### src/rtl/gpio_afport_pkg.sv
package gpio_afport_pkg;
  typedef enum logic [2:0] {
    PM_IN_PU  = 3'b000,
    PM_IN_HZ  = 3'b001,
    PM_OUT_PP = 3'b010,
    PM_OUT_OD = 3'b011,
    PM_BIDIR  = 3'b100,
    PM_AF_PP  = 3'b101,
    PM_AF_OD  = 3'b110,
    PM_ANALOG = 3'b111
  } pad_mode_e;

  typedef enum logic [1:0] {
    WS_DATA = 2'd0,
    WS_CFG0 = 2'd1,
    WS_CFG1 = 2'd2,
    WS_CFG2 = 2'd3
  } wr_sel_e;

  typedef struct packed {
    logic oe;
    logic dout;
    logic pu;
  } pad_drv_t;
endpackage

### src/rtl/gpio_regs.sv
module gpio_regs
  import gpio_afport_pkg::*;
#(
  parameter int W = 8
) (
  input  logic         clk,
  input  logic         rst_n,
  input  logic         wr_en,
  input  logic [1:0]   wr_sel,
  input  logic [W-1:0] wr_val,
  input  logic         lp_mode,
  output logic [W-1:0] master_q,
  output logic [W-1:0] slave_q,
  output logic [W-1:0] cfg0_q,
  output logic [W-1:0] cfg1_q,
  output logic [W-1:0] cfg2_q
);
  logic [W-1:0] master_d, cfg0_d, cfg1_d, cfg2_d;
  logic         wr_ok;
  logic         slave_en;

  // next-state
  always_comb begin
    master_d = master_q;
    cfg0_d   = cfg0_q;
    cfg1_d   = cfg1_q;
    cfg2_d   = cfg2_q;
    wr_ok    = wr_en & ~lp_mode;
    if (wr_ok) begin
      case (wr_sel_e'(wr_sel))
        WS_DATA: master_d = wr_val;
        WS_CFG0: cfg0_d   = wr_val;
        WS_CFG1: cfg1_d   = wr_val;
        WS_CFG2: cfg2_d   = wr_val;
        default: master_d = master_q;
      endcase
    end
    slave_en = (slave_q != master_q);
  end

  // registers; reset gives mode 100 and all-ones data
  always_ff @(posedge clk or negedge rst_n) begin
    if (!rst_n) begin
      master_q <= '1;
      slave_q  <= '1;
      cfg0_q   <= '0;
      cfg1_q   <= '0;
      cfg2_q   <= '1;
    end else begin
      master_q <= master_d;
      cfg0_q   <= cfg0_d;
      cfg1_q   <= cfg1_d;
      cfg2_q   <= cfg2_d;
      if (slave_en) slave_q <= master_q;
    end
  end
endmodule

### src/rtl/gpio_af_combine.sv
module gpio_af_combine #(
  parameter int W = 8,
  parameter int N = 3
) (
  input  logic [N*W-1:0] af_out,
  input  logic [N-1:0]   af_en,
  input  logic [W-1:0]   analog_sel,
  output logic [W-1:0]   af_val
);
  logic [W-1:0] gated [N];
  logic [W-1:0] chain [N+1];

  assign chain[0] = '1;

  for (genvar p = 0; p < N; p++) begin : g_per
    // a disabled peripheral contributes ones
    assign gated[p]   = af_en[p] ? af_out[p*W +: W] : '1;
    assign chain[p+1] = chain[p] & gated[p];
  end

  assign af_val = chain[N] | analog_sel;
endmodule

### src/rtl/gpio_in_sync.sv
module gpio_in_sync #(
  parameter int W = 8
) (
  input  logic         clk,
  input  logic         rst_n,
  input  logic [W-1:0] d,
  output logic [W-1:0] q
);
  logic [W-1:0] s1_q, s2_q;
  logic [W-1:0] s1_d, s2_d;

  always_comb begin
    s1_d = d;
    s2_d = s1_q;
  end

  always_ff @(posedge clk or negedge rst_n) begin
    if (!rst_n) begin
      s1_q <= '0;
      s2_q <= '0;
    end else begin
      s1_q <= s1_d;
      s2_q <= s2_d;
    end
  end

  assign q = s2_q;
endmodule

### src/rtl/gpio_pad_ctl.sv
module gpio_pad_ctl
  import gpio_afport_pkg::*;
#(
  parameter int W = 8
) (
  input  logic [W-1:0] cfg0,
  input  logic [W-1:0] cfg1,
  input  logic [W-1:0] cfg2,
  input  logic [W-1:0] slave,
  input  logic [W-1:0] af_val,
  input  logic [W-1:0] sync_in,
  input  logic         pu_hw_dis,
  output logic [W-1:0] pad_oe,
  output logic [W-1:0] pad_do,
  output logic [W-1:0] pad_pu,
  output logic [W-1:0] af_in
);
  for (genvar i = 0; i < W; i++) begin : g_bit
    pad_mode_e mode;
    pad_drv_t  drv;
    logic      is_af;

    always_comb begin
      mode  = pad_mode_e'({cfg2[i], cfg1[i], cfg0[i]});
      drv   = '{oe: 1'b0, dout: slave[i], pu: 1'b0};
      is_af = 1'b0;
      case (mode)
        PM_IN_PU:  drv.pu = 1'b1;
        PM_IN_HZ:  drv.pu = 1'b0;
        PM_OUT_PP: drv.oe = 1'b1;
        PM_OUT_OD: drv.oe = ~slave[i];
        PM_BIDIR: begin
          drv.oe = ~slave[i];
          drv.pu = 1'b1;
        end
        PM_AF_PP: begin
          drv.oe   = 1'b1;
          drv.dout = af_val[i];
          is_af    = 1'b1;
        end
        PM_AF_OD: begin
          drv.oe   = ~af_val[i];
          drv.dout = af_val[i];
          is_af    = 1'b1;
        end
        PM_ANALOG: drv.oe = 1'b0;
        default:   drv.oe = 1'b0;
      endcase
      if (pu_hw_dis) drv.pu = 1'b0;
    end

    assign pad_oe[i] = drv.oe;
    assign pad_do[i] = drv.dout;
    assign pad_pu[i] = drv.pu;
    // driven peripheral value always loops back to the peripheral inputs
    assign af_in[i]  = sync_in[i] & (is_af ? af_val[i] : 1'b1);
  end
endmodule

### src/rtl/gpio_afport.sv
module gpio_afport #(
  parameter int WIDTH  = 8,
  parameter int NUM_AF = 3
) (
  input  logic                    clk,
  input  logic                    rst_n,
  input  logic                    wr_en,
  input  logic [1:0]              wr_sel,
  input  logic [WIDTH-1:0]        wr_val,
  input  logic                    lp_mode,
  input  logic [NUM_AF*WIDTH-1:0] af_out,
  input  logic [NUM_AF-1:0]       af_en,
  input  logic [WIDTH-1:0]        analog_sel,
  input  logic                    pu_hw_dis,
  input  logic [WIDTH-1:0]        pad_in,
  output logic [WIDTH-1:0]        pad_oe,
  output logic [WIDTH-1:0]        pad_do,
  output logic [WIDTH-1:0]        pad_pu,
  output logic [WIDTH-1:0]        din_sync,
  output logic [WIDTH-1:0]        af_in
);
  logic [WIDTH-1:0] master_q, slave_q, cfg0_q, cfg1_q, cfg2_q;
  logic [WIDTH-1:0] af_val;

  gpio_regs #(.W(WIDTH)) u_regs (
    .clk(clk), .rst_n(rst_n), .wr_en(wr_en), .wr_sel(wr_sel),
    .wr_val(wr_val), .lp_mode(lp_mode), .master_q(master_q),
    .slave_q(slave_q), .cfg0_q(cfg0_q), .cfg1_q(cfg1_q), .cfg2_q(cfg2_q)
  );

  gpio_af_combine #(.W(WIDTH), .N(NUM_AF)) u_comb (
    .af_out(af_out), .af_en(af_en), .analog_sel(analog_sel), .af_val(af_val)
  );

  gpio_in_sync #(.W(WIDTH)) u_sync (
    .clk(clk), .rst_n(rst_n), .d(pad_in), .q(din_sync)
  );

  gpio_pad_ctl #(.W(WIDTH)) u_pad (
    .cfg0(cfg0_q), .cfg1(cfg1_q), .cfg2(cfg2_q), .slave(slave_q),
    .af_val(af_val), .sync_in(din_sync), .pu_hw_dis(pu_hw_dis),
    .pad_oe(pad_oe), .pad_do(pad_do), .pad_pu(pad_pu), .af_in(af_in)
  );
endmodule

### config.mk
export PLATFORM = sky130hd
export DESIGN_NAME = gpio_afport
export DESIGN_NICKNAME = d
export VERILOG_FILES = /design/src/rtl/gpio_afport_pkg.sv /design/src/rtl/gpio_regs.sv /design/src/rtl/gpio_af_combine.sv /design/src/rtl/gpio_in_sync.sv /design/src/rtl/gpio_pad_ctl.sv /design/src/rtl/gpio_afport.sv
export SDC_FILE = /design/constraint.sdc
export NUM_CORES = 1
export LEC_CHECK = 0
export BUFFER_PORTS_ARGS = -buffer_cell sky130_fd_sc_hd__buf_4
export CAP_MARGIN = 20
export CORE_ASPECT_RATIO = 1.2
export CORE_MARGIN = 2
export CORE_UTILIZATION = 45
export DETAILED_ROUTE_END_ITERATION = 10
export PLACE_DENSITY = 0.77
export SYNTH_ARGS = -nofsm -noshare
export SYNTH_HDL_FRONTEND = slang
export SYNTH_SLANG_ARGS = --single-unit
### constraint.sdc
create_clock -name clk -period 1.1 [get_ports clk]
set_clock_uncertainty 0.05 [all_clocks]
set_input_delay 0.055 -clock clk [delete_from_list [all_inputs] [get_ports clk]]
set_output_delay 0.055 -clock clk [all_outputs]
set_load 0.02 [all_outputs]
* Yosys cells after proc, flatten, opt, wreduce, memory -nomap -nowiden *
Cells that the tools add are included.

word-level totals
  flip-flop bits (word level) = 56
  input bits = 58
  output and inout bits = 40
  word-level logic and storage cells = 176

operators by class
  eq/ne operators = 44
  multiplexer cells = 51
  bitwise logic cells = 29
  reductions and logical operators = 45

operator list
  cell                  count
  $eq A3 B3 Y1 const B  24
  $reduce_or A2 Y1      32
  $eq A3 B2 Y1 const B  16
  $mux W1               40
  $logic_not A3 Y1      8
  $mux W8               3
  $pmux W1 S3           8
  $not A1 Y1            17
  $and A8 B8 Y8         2
  $and A1 B1 Y1         9
  $ne A8 B8 Y1          1
  $or A8 B8 Y8          1
  $reduce_and A2 Y1     4
  $eq A2 B2 Y1 const B  2
  $eq A2 B1 Y1 const B  1
  $logic_not A2 Y1      1

* Longest topological paths before layout *
Gate-level depths: netlist of the first run.

  depth in word-level cells = 6
  gate-level depth with buffers = 3
  gate-level depth less buffers = 3

* Cells and area by module *
A second synthesis of the first run with hierarchy kept.

unflattened totals
  cells, all modules = 222
  area total of the unflattened synthesis = 2630.0 µm²

modules (own cells, without submodules)
  module           instances  cells an instance  area an instance (µm²)
  gpio_regs        1          86                 1488.9
  gpio_pad_ctl     1          88                 520.5
  gpio_in_sync     1          16                 400.4
  gpio_af_combine  1          32                 220.2

* Least setup slack after synthesis of the first run *
No wires, ideal clock.

  kind = reg-to-output
  start = register u_regs.cfg1_q[0]
  end = output af_in[0]
  data arrival time = 1.253 ns
  slack = -0.258 ns
  cell stages (with the launch flop) = 4
  buffers on the path = 0
  cells stage by stage = dfrtp_1 -> xor2_1 -> and2_1 -> a21boi_0

on the way
  word-level cells in the longest chain between the ends = 5
  elaborated cells between the ends (all ways) = 6
  those cells by class = eq/ne: 2; mux: 2; bitwise: 1; reduce/logical: 1

ends and longest elaborated chain
  what                            line                RTL
  start: declaration              gpio_regs.sv:15     output logic [W-1:0] cfg1_q,
  start signal: assignment        gpio_regs.sv:52     cfg1_q <= cfg1_d;
  $eq A3 B3 Y1                    gpio_pad_ctl.sv:27  case (mode)
  $reduce_or A2 Y1 (no line) (*)  --
  $mux W1 (*)                     gpio_pad_ctl.sv:27
  $mux W1 (*)                     gpio_pad_ctl.sv:56  assign af_in[i] = sync_in[i] & (is_af ? af_val[i] : 1'b1);
  $and A1 B1 Y1 (*)               gpio_pad_ctl.sv:56
  end: declaration                gpio_afport.sv:20   output logic [WIDTH-1:0] af_in

Mark *: on every way between the ends. The rest lies on a longest branch, timed or not.

* Worst setup path after layout of the first run *
  start = register u_regs.slave_q[1]
  end = output pad_oe[1]

on the way
  word-level cells in the longest chain between the ends = 2

ends and longest elaborated chain
  what                      line                                    RTL
  start: declaration        gpio_regs.sv:13                         output logic [W-1:0] slave_q,
  start signal: assignment  gpio_regs.sv:54                         if (slave_en) slave_q <= master_q;
  $not A1 Y1                gpio_pad_ctl.sv:31, gpio_pad_ctl.sv:33
  $pmux W1 S3               gpio_pad_ctl.sv:27
  end: declaration          gpio_afport.sv:16                       output logic [WIDTH-1:0] pad_oe,

No other way between the ends.

==> results of run 1 <==
cell type report:
type                    count  share of cell area, %
multi-input cells         161                   34.7
repair buffers            170                   31.0
flip-flops and latches     56                   29.8
well taps                  80                   2.06
clock buffers               6                   1.49
clock inverters             2                  0.722
inverters                   2                  0.155
power groups by stage:
stage / Combinational (mW) / Clock (mW) / Sequential (mW)
4_1_cts: 3.77 / 1.36 / 2.96
5_1_grt: 4.24 / 1.42 / 3.12
3_3_place_gp: 3.23 / 0 / 2.95
2_1_floorplan: 1.91 / 0 / 2.94
6_report: 4.00 / 1.32 / 3.06
3_5_place_dp: 3.30 / 0 / 2.98
per-layer routing:
layer | share of wire [%] | vias to the layer above
met1 | 37 | 1238
met2 | 57 | 70
li1 | - | 1143
met4 | 2.8 | 0
met5 | 0 | -
met3 | 3.4 | 17
per-stage QoR:
step	TNS, ns	setup slack [ns]	hold WS, ns	power (mW)	util, %
finish	-12.27	-0.527	0.110	8.37	84.5
floorplan	-0.302	-0.0340	-0.291	4.85	-
global route	-13.90	-0.576	0.130	8.78	84.5
global placement	-4.15	-0.150	-0.0979	6.17	72.7
detailed placement	-4.44	-0.190	-0.0963	6.28	72.7
CTS	-12.12	-0.524	0.103	8.09	82.1
how the worst max path moves through the flow:
stage | start | endpoint | slack (ns) | cells past startpoint
2_1_floorplan | u_regs.cfg0_q[6] | pad_do[6] | -0.03 | 3
3_3_place_gp | u_regs.cfg2_q[5] | pad_oe[5] | -0.15 | 4
3_5_place_dp | u_regs.cfg2_q[3] | pad_oe[3] | -0.19 | 4
4_1_cts | u_regs.slave_q[2] | pad_oe[2] | -0.52 | 4
5_1_grt | u_regs.cfg2_q[1] | pad_oe[1] | -0.58 | 4
6_report | u_regs.slave_q[1] | pad_oe[1] | -0.53 | 4
worst reg2reg max path, stage by stage, from the launching register on:
cell     delay, ns
dfrtp_2       0.46
buf_6         0.14
buf_6         0.11
mux2_4        0.25
kinds of logic after synthesis:
logic type,share of synthesized area [%]
and+or+nand+nor,15.6
AOI/OAI and AO/OA,13.8
buffers and inverters,1.89
xor gates and xnor gates,2.59
muxes,13.3
DFF,52.9
registers in the layout (all words and copies together), names as in the netlist:
name,flops
u_regs.cfg0_q,8
u_regs.cfg1_q,8
u_regs.cfg2_q,8
u_regs.master_q,8
u_regs.slave_q,8
u_sync.q,8
u_sync.s1_q,8
Yosys cell counts, drive strengths merged (7+ instances only):
cell	number	area [µm²]
dfrtp	32	801
mux2	32	360
nand2b	31	194
dfstp	24	631
a21oi	15	75.1
nor2b	14	87.6
a31oi	10	62.6
clkbuf	9	33.8
nor3	8	40.0
xor2	8	70.1
a21boi	7	52.6
a22o	7	61.3
a31o	7	61.3
and2	7	43.8
o21ai	7	35.0
what timing repair did:
item | CTS | global route
pin swaps | 34 | 17
buffers inserted | 4 | 5
cloned | 0 | 0
endpoints found under the setup margin | 32 | 33
gates resized for setup | 58 | 37
hold buffers | 17 | 0
endpoints found under the hold margin | 79 | 0
==> implementation parameters, run 1 <==
Parameter                              Value

Layout
  Number of non-filler instances in the completed layout ... 477
  Layout Nets ... ~450
  Area delta synth->final ... 79.3%
  Area of all placed cells without fillers ... around 4900 µm²
  Number of inserted diodes ... 0
  Sequential standard cell area ... between 1000 and 1500 µm²
  Footprint of the multi-input gates ... between 1500 and 2000 µm²
  Top library cells by usage in the layout, fill and taps aside ... 106 x buf_4, 46 x buf_6, 31 x nand2b_1, 31 x mux2_2, 24 x dfstp_2
  Fillers ... about 320
  Fraction of layout cells with a size suffix above 1 ... 73.8%
  Most common cell after layout, fill and taps aside ... buf_4

Timing
  Max_slew headroom ... approximately 75%
  Unrepaired setup endpoints after global routing ... yes
  Max Clock Freq ... 0.615 GHz
  Final critical path time including I/O delays and setup ... 1.63 ns
  Final hold violation count ... 0
  Final WS setup ... -0.527 ns
  Crit share post-route ... 148%
  Number of max-slew violations in the final report ... 0
  Final setup violating endpoints ... 33
  Least-Margin Pin Slew ... 0.378 ns

Global routing
  Most heavily used metal layer in global routing ... met2
  Antenna violations before repair ... 0
  Global route overflow ... 0
  Maximum number of pins on one net before global-route repair ... 38
  Met2 demand-to-capacity share in global routing ... 42.9%
  Overall Global Routing Usage ... a little under a quarter
  Global-route wire length before repair ... 11.8 mm
  Met1 track utilization from global routing ... 27.8%
  Global-route track usage on met3 ... around 4.3%
  Via count of the first global-routing pass ... approximately 2,500

Routing
  Routed vias ... around 2,500
  First-iteration detailed-routing DRC count ... 73
  Detailed-route wire length ... just over 8 mm
  Routed vias/inst ... ~5.2
  Routed Antenna Nets ... 0
  Router iterations before antenna repair ... 4
  Routed len/inst ... between 15 and 20 µm
  DRC errors left ... 0

Pwr
  Lkg Pwr ... around 2.1 nW
  Worst ir drop on vdd ... about 1.0 mV
  Share of power burned in the clock network ... 15.7%
  Register share of total power ... 36.5%
  Power per Cell Area ... between 1500 and 2000 nW/µm²
  Internal Pwr Total ... around 5.6 mW
  Combinational share of power ... between 40% and 50%
  Switching power of the nets ... 2.81 mW
  Switching portion of total power ... about 34%

Placed design
  GPL Wtd Cong ... between 0.7 and 0.8
  Count of port buffers added during placement ... between 90 and 100
  Placed wire-length estimate ... about 5.5 mm
  Number of cells after detailed placement ... 448
  Post-DP Area ... approximately 4200 µm²

Clock tree
  Clock sink count ... 56
  CTS buffer count ... 5
  Clock latency on the worst-skew pair ... between 0.3 and 0.4 ns
  TritonCTS clock tree ... done
  Longest Clk Path Bufs ... 2
  H-tree depth ... 2
  Clock transition at the register clock pins on the worst setup and hold paths after CTS ... roughly 0.1 ns
  Root Driver ... clkbuf_8

Worst setup path
  Nature of the critical path startpoint ... register
  CP endpoint kind ... output pin
  Path depth of the worst reg2reg path ... 3
  Endpoint of the worst-slack reg-to-reg timing path ... u_regs.cfg1_q[7]
  CP cell instances ... nand2b_1 -> a22o_1 -> a31o_4 -> buf_6
  Cell with the biggest individual delay on the critical path ... dfstp_2
  Slowest Stage Delay on Critical Path ... roughly 0.59 ns
  Crit path max-delay family ... flip-flops
  Critical path required time ... 1.00 ns
  Arrival @ worst endpoint ... between 1.5 and 2 ns
  Crit Path Category ... reg -> out
  Worst r2r src ... u_regs.cfg1_q[7]
  Maximum fanout count along the critical path ... 3
  Register-to-register path setup slack ... -0.02 ns
  Worst path bufs/invs ... 1

Synthesis
  Post-synth cell types ... 24
  Post-Synthesis Cells ... 230
  Share of flip-flops with an asynchronous set or reset ... 100%
  Avg Cell Area, Syn ... about 12 µm²
  Share of the yosys chip area belonging to registers ... about 53%
  Cell area after technology mapping ... between 2000 and 3000 µm²
  Count of warnings emitted by yosys ... 0
  Main flop type after synthesis ... dfrtp_1
  Number of register bits inferred by synthesis ... 56
  Post-synth net total ... about 290
  Number of enable flip-flop cells after synthesis ... 0

Outcome
  Violations in the final reports ... negative setup slack
  Outcome ... finished, violations left

Floorplan
  Core box area ... 5740 µm²
  Site row count ... 30
  I/O pin total ... slightly below 100
  Total Die Area ... roughly 6700 µm²
  Die W ... 74.8 µm
  Starting density of the core ... between 40% and 50%
  Die height ... 89.0 µm

Job
  Max Cap Violations ... 0

Min path
  Type of the tightest min-delay check ... in -> async
(Power assumes the default switching activity.)
==> run 2: changes to the inputs <==
- CORE_ASPECT_RATIO: 1.2 -> 0.75
==> run 2 against run 1 <==
Effect of this change: the run still ends with negative setup slack left; non-clock buffer count increased by 2; design area decreased by 0.21%; utilization decreased by 1.4 points; maximum frequency decreased by 0.30%; highest routed layer unchanged; combinational power increased by 1%.
==> implementation parameters, run 2 (synthesis gave the netlist of run 1 again) <==
Parameter                              Value

Floorplan
  Site row count ... 24
  Starting density of the core ... between 40% and 50%
  Die W ... between 90 and 100 µm
  Total Die Area ... 6660 µm²
  I/O pin total ... 98
  Core box area ... 5830 µm²
  Die height ... approximately 70 µm

Layout
  Footprint of the multi-input gates ... 1660 µm²
  Layout Nets ... about 460
  Final core utilization ... slightly above 80%
  Number of inserted diodes ... 0
  Fraction of layout cells with a size suffix above 1 ... 72.9%
  Area delta synth->final ... 78.9%
  Most common cell after layout, fill and taps aside ... buf_4
  Top library cells by usage in the layout, fill and taps aside ... 105 x buf_4, 48 x buf_6, 31 x nand2b_1
  Number of non-filler instances in the completed layout ... around 480
  Sequential standard cell area ... approximately 1400 µm²
  Area of all placed cells without fillers ... slightly below 5000 µm²
  Fillers ... between 300 and 400

Pwr
  Power per Cell Area ... roughly 1700 nW/µm²
  Lkg Pwr ... between 2 and 2.5 nW
  Register share of total power ... between 30% and 40%
  Combinational share of power ... a little under 50%
  Internal Pwr Total ... roughly 5.4 mW
  Share of power burned in the clock network ... between 10 and 15%
  Pwr Total ... between 8 and 9 mW
  Worst ir drop on vdd ... approximately 1.3 mV
  Switching power of the nets ... between 2 and 3 mW
  Switching portion of total power ... roughly a third

Clock tree
  Root Driver ... clkbuf_8
  Clock latency on the worst-skew pair ... 0.31 ns
  Clock sink count ... 56
  Longest Clk Path Bufs ... 2
  TritonCTS clock tree ... done
  H-tree depth ... 2
  Clock transition at the register clock pins on the worst setup and hold paths after CTS ... 0.10 ns
  CTS buffer count ... 5

Worst setup path
  Critical path required time ... 1.00 ns
  Path depth of the worst reg2reg path ... 4
  Maximum fanout count along the critical path ... 5
  Arrival @ worst endpoint ... 1.53 ns
  Cell with the biggest individual delay on the critical path ... dfstp_2
  Endpoint of the most critical setup path ... pad_oe[3]
  Nature of the critical path startpoint ... register
  Endpoint of the worst-slack reg-to-reg timing path ... u_regs.cfg1_q[4]
  Crit Path Category ... reg -> out
  CP endpoint kind ... output pin
  Critical path startpoint ... u_regs.cfg2_q[3]
  Slowest Stage Delay on Critical Path ... about 0.59 ns
  Worst r2r src ... u_regs.cfg1_q[4]
  CP cell instances ... o21ai_2 -> a22o_1 -> a31o_4 -> buf_6
  Register-to-register path setup slack ... -0.12 ns

Routing
  Router iterations before antenna repair ... 4
  First-iteration detailed-routing DRC count ... 72
  Routed vias ... 2,438
  Routed vias/inst ... approximately 5.1
  Detailed-route wire length ... 7.90 mm
  Routed Antenna Nets ... 0
  DRC errors left ... 0
  Routed len/inst ... between 15 and 20 µm

Global routing
  Overall Global Routing Usage ... 24.2%
  Via count of the first global-routing pass ... 2,581
  Antenna violations before repair ... 0
  Global-route wire length before repair ... around 12 mm
  Maximum number of pins on one net before global-route repair ... 29
  Global route overflow ... 0

Timing
  Max_slew headroom ... 66.8%
  Unrepaired setup endpoints after global routing ... yes
  Crit share post-route ... 148%
  Final critical path time including I/O delays and setup ... 1.63 ns
  Final Hold Slack ... approximately 0.096 ns
  Final hold violation count ... 0
  Max Clock Freq ... slightly above 0.6 GHz
  Final setup violating endpoints ... 34
  Least-Margin Pin Slew ... 0.496 ns
  Number of max-slew violations in the final report ... 0
  Final WS setup ... -0.532 ns

Job
  Max Cap Violations ... 0

Placed design
  Placed wire-length estimate ... around 5.3 mm
  Post-DP Area ... roughly 4200 µm²
  Number of cells after detailed placement ... between 400 and 500
  GPL Wtd Cong ... 0.767
  Count of port buffers added during placement ... between 90 and 100

Min path
  Type of the tightest min-delay check ... in -> async

Outcome
  Outcome ... finished, violations left
  Violations in the final reports ... negative setup slack
run 2: cell type report:
type / instances / area share [%]
tap: 78 / 2.01
clock inverter: 3 / 0.439
clock buffer: 5 / 1.42
multi-input combinational: 161 / 34.3
timing repair buffer: 172 / 31.8
inverter: 2 / 0.155
sequential: 56 / 29.9
run 2: metal layers:
| layer | routed length [µm] | up-vias | share of wire, % | GRT usage [%] |
|---|---|---|---|---|
| met5 | 0 | - | 0 | 0 |
| met4 | 140 | 0 | 1.8 | 6.28 |
| met3 | 294 | 13 | 3.7 | 4.05 |
| met2 | 4160 | 62 | 53 | 43.0 |
| met1 | 3310 | 1214 | 42 | 30.9 |
| li1 | - | 1149 | - | - |
run 2: worst max-delay path, delay by kind of cell, from the launching register on:
| kind | cells | cell delay (ns) |
|---|---|---|
| DFF | 1 | 0.59 |
| AOI/OAI and AO/OA | 3 | 0.51 |
| buffers and inverters | 1 | 0.13 |
run 2: worst min-delay path by stage:
stage	from	endpoint	slack [ns]	depth (start not counted)
2_1_floorplan	rst_n	u_regs.cfg0_q[0]	-0.29	0
3_3_place_gp	rst_n	u_sync.s1_q[3]	-0.1	1
3_5_place_dp	rst_n	u_sync.s1_q[3]	-0.09	1
4_1_cts	rst_n	u_sync.s1_q[5]	0.1	2
5_1_grt	rst_n	u_sync.s1_q[5]	0.11	2
6_report	rst_n	u_sync.s1_q[5]	0.1	2
run 2: repair_timing:
action | CTS | global route
hold buffers | 17 | 0
setup endpoints to repair | 32 | 35
endpoints found under the hold margin | 81 | 0
setup buffers | 9 | 7
resized for setup | 47 | 42
pin swaps | 29 | 18
run 2: power groups by stage:
stage | registers [mW] | clock network [mW] | logic (mW)
global route | 3.09 | 1.24 | 4.32
CTS | 2.96 | 1.17 | 3.76
global placement | 2.95 | 0 | 3.18
floorplan | 2.94 | 0 | 1.91
detailed placement | 2.98 | 0 | 3.27
finish | 3.02 | 1.13 | 4.05
run 2: per-stage QoR:
stage          setup TNS, ns  setup slack, ns
3_3_place_gp           -4.04           -0.155
6_report              -12.64           -0.532
2_1_floorplan         -0.302          -0.0340
3_5_place_dp           -4.70           -0.196
5_1_grt               -14.61           -0.582
4_1_cts               -12.50           -0.533
